File: src/rtl/hostbr_irq_pkg.sv
package hostbr_irq_pkg;

   // Source bit positions within the status word; dispatch order depends on them.
   localparam int unsigned POS_IN_DESC  = 0;   // four bits: 0..3
   localparam int unsigned POS_OUT_DESC = 4;   // four bits: 4..7
   localparam int unsigned POS_IN_OOD   = 9;
   localparam int unsigned POS_EXT_LVL  = 25;
   localparam int unsigned POS_ABORT    = 26;
   localparam int unsigned DESC_EVTS    = 4;
   localparam int unsigned TOP_POS      = 26;

   // Mask of status bits that have storage behind them.
   function automatic logic [63:0] live_bits();
      logic [63:0] m;
      m = '0;
      for (int i = 0; i < int'(DESC_EVTS); i++) begin
         m[POS_IN_DESC + i]  = 1'b1;
         m[POS_OUT_DESC + i] = 1'b1;
      end
      m[POS_IN_OOD]  = 1'b1;
      m[POS_EXT_LVL] = 1'b1;
      m[POS_ABORT]   = 1'b1;
      return m;
   endfunction

endpackage

File: src/rtl/hostbr_irq_status.sv
module hostbr_irq_status #(
   parameter int unsigned DATA_W = 32,
   parameter logic [DATA_W-1:0] LIVE = '0
) (
   input  logic              clk,
   input  logic              rst_n,
   input  logic              clr_en,
   input  logic [DATA_W-1:0] clr_vec,
   input  logic [DATA_W-1:0] set_vec,
   output logic [DATA_W-1:0] stat_q
);

   logic [DATA_W-1:0] unused_dead;
   assign unused_dead = (set_vec | clr_vec) & ~LIVE;

   for (genvar b = 0; b < int'(DATA_W); b++) begin : g_bit
      if (LIVE[b]) begin : g_live
         logic bit_q;
         always_ff @(posedge clk or negedge rst_n) begin
            if (!rst_n) begin
               bit_q <= 1'b0;
            end else begin
               // set dominates a simultaneous clear
               bit_q <= set_vec[b] | (bit_q & ~(clr_en & clr_vec[b]));
            end
         end
         assign stat_q[b] = bit_q;
      end else begin : g_dead
         assign stat_q[b] = 1'b0;
      end
   end

endmodule

File: src/rtl/hostbr_irq_prio.sv
module hostbr_irq_prio #(
   parameter int unsigned DATA_W = 32,
   parameter int unsigned VEC_W  = 5
) (
   input  logic [DATA_W-1:0] pend_vec,
   output logic              any_o,
   output logic [VEC_W-1:0]  idx_o
);

   assign any_o = |pend_vec;

   // scan from the top so the lowest set index is the last one written
   always_comb begin
      idx_o = '0;
      for (int i = int'(DATA_W) - 1; i >= 0; i--) begin
         if (pend_vec[i]) begin
            idx_o = VEC_W'(i);
         end
      end
   end

endmodule

File: src/rtl/hostbr_irq_regs.sv
module hostbr_irq_regs #(
   parameter int unsigned DATA_W = 32,
   parameter int unsigned ADDR_W = 12,
   parameter logic [ADDR_W-1:0] OFS_STAT = 'h500,
   parameter logic [ADDR_W-1:0] OFS_MASK = 'h504,
   parameter logic [ADDR_W-1:0] OFS_EN   = 'h508
) (
   input  logic              clk,
   input  logic              rst_n,
   input  logic              reg_wr,
   input  logic [ADDR_W-1:0] reg_addr,
   input  logic [DATA_W-1:0] reg_wdata,
   input  logic [DATA_W-1:0] stat_q,
   output logic              stat_clr,
   output logic [DATA_W-1:0] mask_q,
   output logic              en_q,
   output logic [DATA_W-1:0] reg_rdata
);

   logic hit_stat, hit_mask, hit_en;

   assign hit_stat = (reg_addr == OFS_STAT);
   assign hit_mask = (reg_addr == OFS_MASK);
   assign hit_en   = (reg_addr == OFS_EN);

   assign stat_clr = reg_wr & hit_stat;

   always_ff @(posedge clk or negedge rst_n) begin
      if (!rst_n) begin
         mask_q <= '0;
         en_q   <= 1'b0;
      end else if (reg_wr) begin
         if (hit_mask) mask_q <= reg_wdata;
         if (hit_en)   en_q   <= reg_wdata[0];
      end
   end

   always_comb begin
      reg_rdata = '0;
      if (hit_stat)      reg_rdata = stat_q;
      else if (hit_mask) reg_rdata = mask_q;
      else if (hit_en)   reg_rdata = {{(DATA_W-1){1'b0}}, en_q};
   end

endmodule

File: src/rtl/hostbr_irq_ctrl.sv
module hostbr_irq_ctrl
   import hostbr_irq_pkg::*;
#(
   parameter int unsigned DATA_W = 32,
   parameter int unsigned ADDR_W = 12,
   parameter logic [ADDR_W-1:0] OFS_STAT = 'h500,
   parameter logic [ADDR_W-1:0] OFS_MASK = 'h504,
   parameter logic [ADDR_W-1:0] OFS_EN   = 'h508,
   localparam int unsigned VEC_W = $clog2(DATA_W)
) (
   input  logic              clk,
   input  logic              rst_n,
   input  logic              reg_wr,
   input  logic [ADDR_W-1:0] reg_addr,
   input  logic [DATA_W-1:0] reg_wdata,
   output logic [DATA_W-1:0] reg_rdata,
   input  logic [3:0]        evt_in_desc,
   input  logic [3:0]        evt_out_desc,
   input  logic              evt_in_ood,
   input  logic              evt_bus_abort,
   input  logic              ext_inta,
   output logic              irq_o,
   output logic              irq_pend,
   output logic [VEC_W-1:0]  irq_vec
);

   localparam logic [63:0]       LIVE_ALL = live_bits();
   localparam logic [DATA_W-1:0] LIVE     = LIVE_ALL[DATA_W-1:0];

   if (DATA_W <= TOP_POS || DATA_W > 64) begin : g_bad_width
      $error("hostbr_irq_ctrl: DATA_W must cover bit %0d and stay within 64", TOP_POS);
   end
   if (OFS_STAT == OFS_MASK || OFS_STAT == OFS_EN || OFS_MASK == OFS_EN) begin : g_bad_map
      $error("hostbr_irq_ctrl: register offsets must be distinct");
   end
   if ((OFS_STAT[1:0] | OFS_MASK[1:0] | OFS_EN[1:0]) != 2'b00) begin : g_bad_align
      $error("hostbr_irq_ctrl: register offsets must be word aligned");
   end

   logic [DATA_W-1:0] set_vec;
   logic [DATA_W-1:0] stat_q;
   logic [DATA_W-1:0] mask_q;
   logic              en_q;
   logic              stat_clr;

   always_comb begin
      set_vec = '0;
      for (int i = 0; i < int'(DESC_EVTS); i++) begin
         set_vec[POS_IN_DESC + i]  = evt_in_desc[i];
         set_vec[POS_OUT_DESC + i] = evt_out_desc[i];
      end
      set_vec[POS_IN_OOD]  = evt_in_ood;
      set_vec[POS_EXT_LVL] = ext_inta;
      set_vec[POS_ABORT]   = evt_bus_abort;
   end

   hostbr_irq_regs #(
      .DATA_W  (DATA_W),
      .ADDR_W  (ADDR_W),
      .OFS_STAT(OFS_STAT),
      .OFS_MASK(OFS_MASK),
      .OFS_EN  (OFS_EN)
   ) u_regs (
      .clk      (clk),
      .rst_n    (rst_n),
      .reg_wr   (reg_wr),
      .reg_addr (reg_addr),
      .reg_wdata(reg_wdata),
      .stat_q   (stat_q),
      .stat_clr (stat_clr),
      .mask_q   (mask_q),
      .en_q     (en_q),
      .reg_rdata(reg_rdata)
   );

   hostbr_irq_status #(
      .DATA_W(DATA_W),
      .LIVE  (LIVE)
   ) u_status (
      .clk    (clk),
      .rst_n  (rst_n),
      .clr_en (stat_clr),
      .clr_vec(reg_wdata),
      .set_vec(set_vec),
      .stat_q (stat_q)
   );

   hostbr_irq_prio #(
      .DATA_W(DATA_W),
      .VEC_W (VEC_W)
   ) u_prio (
      .pend_vec(stat_q & mask_q),
      .any_o   (irq_pend),
      .idx_o   (irq_vec)
   );

   assign irq_o = en_q & irq_pend;

endmodule

File: config.mk
export PLATFORM = sky130hd
export DESIGN_NAME = hostbr_irq_ctrl
export DESIGN_NICKNAME = d
export VERILOG_FILES = /design/src/rtl/hostbr_irq_pkg.sv /design/src/rtl/hostbr_irq_status.sv /design/src/rtl/hostbr_irq_prio.sv /design/src/rtl/hostbr_irq_regs.sv /design/src/rtl/hostbr_irq_ctrl.sv
export SDC_FILE = /design/constraint.sdc
export NUM_CORES = 1
export LEC_CHECK = 0
export BUFFER_PORTS_ARGS = -buffer_cell sky130_fd_sc_hd__buf_2
export CAP_MARGIN = 20
export CORE_UTILIZATION = 48
export CTS_BUF_LIST = sky130_fd_sc_hd__clkbuf_16
export DETAILED_ROUTE_END_ITERATION = 8
export PLACE_DENSITY = 0.8
export RECOVER_POWER = 25
export SLEW_MARGIN = 20
export SYNTH_ARGS = -nofsm -noshare
export SYNTH_HDL_FRONTEND = slang
export SYNTH_SLANG_ARGS = --single-unit
File: constraint.sdc
create_clock -name clk -period 1.9 [get_ports clk]
set_input_delay 0.19 -clock clk [delete_from_list [all_inputs] [get_ports clk]]
set_output_delay 0.19 -clock clk [all_outputs]
set_load 0.01 [all_outputs]
==> flow_metrics.py <==
metrics = {
    "status": {
        "status": "finished with violations",
        "violations": "negative setup slack",
    },
    "critical_path": {
        "cp-start-kind": "primary input",
        "r2r_start": "u_regs.mask_q[5]",
        "reg2regPathDepth": 1,
        "critPathLaunch": "reg_addr[1]",
        "cp_max_fo": 6,
        "crit_path_end_kind": "output port",
        "crit_required_ps": 1710,
        "cp.arrival_ps": 1770,
        "crit_type": "primary input to output port",
    },
    "power": {
        "ir_drop_uv": 480.2,
        "leakage_nw": 1.813,
        "total_power_mw": 2.177,
        "powerDensity_mw_per_mm2": 616.8,
    },
    "sta": {
        "skew_ps": 0,
        "drv_slew": 0,
        "fin_tns_setup_ps": -1141,
        "rsz0062_at_grt": "yes",
        "fin_crit_ps": 1960,
        "whs_ps": 98.57,
        "final-hold-violation-count": 0,
        "setup_ws_ps": -60.26,
        "tightest_slew_ps": 752.2,
        "relSlewSlack_pct": 49.85,
        "setup_viol": 24,
        "period_share_pct": 103.2,
        "fmax_mhz": 510.1,
    },
    "hold_path": {
        "min_path_type": "primary input to flop",
        "holdCritStartpoint": "reg_wdata[7]",
        "min_path_cells": 2,
    },
    "synth": {
        "yosysWarnings": 0,
        "synth_nets": 265,
        "async_reset_ff_share_pct": 100.0,
        "avgSynthCellArea_um2": 11.50,
        "synth_top_area_cell": "dfrtp_1",
        "yosys_most_used_dff": "dfrtp_1",
        "synth_cells": 207,
        "netlist_area_mm2": 0.002381,
        "ys_ff_latch": 44,
        "seq_area_frac_synth_pct": 46.24,
        "synth.distinct_cells": 31,
        "ys_top_cells_by_area": "dfrtp_1 46%, mux2_4 19%, and2_1 6.0%",
        "synth_edf_count": 0,
        "synth_top_area_share_pct": 46.24,
    },
    "finish": {
        "nFillCells": 342,
        "final_common_cell": "buf_2",
        "syn_to_final_growth_pct": 48.24,
        "n_antenna_cell": 0,
        "final_cell_mix": "74 x buf_2, 43 x dfrtp_1, 30 x mux2_4, 28 x buf_6",
        "design_area_mm2": 0.003530,
        "seq_area_mm2": 0.001102,
        "multi_input_area_mm2": 0.001284,
        "finalNetCount": 381,
        "drive_gt1_share_pct": 60.06,
    },
    "global_routing": {
        "grt_max_degree": 31,
        "antenna_found_initial": 0,
        "grtUsageMet3_pct": 5.556,
        "globalRouteMet2Util_pct": 40.91,
        "grt_pass1_vias": 1925,
        "met1_usage_pct": 28.24,
        "grt_pass1_wl_mm": 9.190,
        "busiest_layer": "met2",
        "grt.total_usage_pct": 23.07,
        "grt.overflow.total": 0,
    },
    "place": {
        "post-dp-hpwl_mm": 3.956,
        "dpl-instance-area_mm2": 0.002993,
        "port_buffers": 96,
        "gp_congestion": 0.7514,
        "place_ws_ps": -134.8,
    },
    "die": {
        "ioPinCount": 97,
        "core_area_mm2": 0.004755,
        "initial_utilization_pct": 50.08,
        "rows": 25,
        "die_h_um": 72.43,
        "dieWidth_um": 72.43,
        "die_area_mm2": 0.005246,
    },
    "clocking": {
        "cts_root_buf": "clkbuf_16",
        "clk_path_buf_depth": 2,
        "tritoncts": "yes",
        "cts_buffers": 5,
        "clock_latency_ps": 280,
        "clkTransAtPathRegs_ps": 60,
        "clkSinkCount": 44,
        "cts_htree_levels": 2,
    },
    "route": {
        "drt_iter0_markers": 83,
        "routedWlPerCell_um": 15.45,
        "via_per_inst": 5.113,
        "routed_wl_mm": 6.024,
        "dr.pass1.iters": 4,
        "antenna_left": 0,
        "vias": 1994,
        "drc": 0,
    },
    "run": {
        "drv_cap": 0,
    },
}
## critical path: stages
cell and delay, ps:
buf_6 90, or4_4 560, buf_6 140, nor4_4 270
buf_6 170, buf_6 120, and2_4 140, buf_6 90
## report_power, final
part / leakage, nW / switching [mW] / internal, mW
registers: 0.557 / 0.00275 / 0.940
logic: 1.17 / 0.0760 / 0.0806
clock network: 0.0899 / 0.332 / 0.745
total: 1.81 / 0.411 / 1.77
## path summary, 6_finish.rpt
| kind | endpoint | slack (ps) |
|---|---|---|
| min | u_status.g_bit[7].g_live.bit_q | 100 |
| max in group asynchronous | u_regs.mask_q[24] | 710 |
| min reg2reg | u_regs.mask_q[20] | 510 |
| min in group asynchronous | u_status.g_bit[1].g_live.bit_q | 510 |
| max | reg_rdata[31] | -60 |
| max reg2reg | u_regs.mask_q[5] | 1070 |
## cell type report
class | count | area share [%]
clock buffers | 5 | 3.545
clock inverters | 2 | 1.702
inverters | 11 | 1.170
multi-input cells | 141 | 36.37
flip-flops and latches | 44 | 31.23
well taps | 67 | 2.375
repair buffers | 120 | 23.61
## flip-flops by register name, indices dropped and copies added, names as in the netlist
register                     flops
u_regs.mask_q                   32
u_status.g_bit.g_live.bit_q     11
u_regs.en_q                      1
## cell families after synthesis
logic type	share of synthesized area (%)
and+or+nand+nor	16.50
muxes	24.96
DFF	46.24
AOI/OAI and AO/OA	7.725
buffers and inverters	4.571
## cells in the mapped netlist, types with 2 or more instances
library cell	number
dfrtp_1	44
mux2_4	30
and2_1	23
nor2_1	21
a31oi_1	11
inv_1	11
mux2i_1	11
nand2_1	9
a22oi_1	6
clkbuf_1	4
buf_2	3
buf_6	3
mux2_2	3
nand2b_1	3
nand3b_1	3
nor4_1	3
a21oi_1	2
o21a_1	2
o21ai_0	2
or4_1	2
## metrics by stage
stage,std cells,utilization (%)
2_1_floorplan,207,-
3_3_place_gp,371,62.95
3_5_place_dp,371,62.95
4_1_cts,385,71.32
5_1_grt,390,74.24
6_report,390,74.24
## per-layer routing
layer,up-vias,wire [um]
met5,-,0
met4,0,80
met3,11,331
met2,72,3033
met1,957,2578
li1,954,-
## what timing repair did
| action | CTS | global route |
|---|---|---|
| hold buffers | 1 | 0 |
| setup endpoints to repair | 33 | 33 |
| cloned | 3 | 0 |
| endpoints found under the hold margin | 29 | 0 |
| resized for setup | 40 | 26 |
| buffers inserted | 3 | 6 |
| pin swaps | 22 | 10 |
Note: power is estimated with default switching activity, not from simulation.
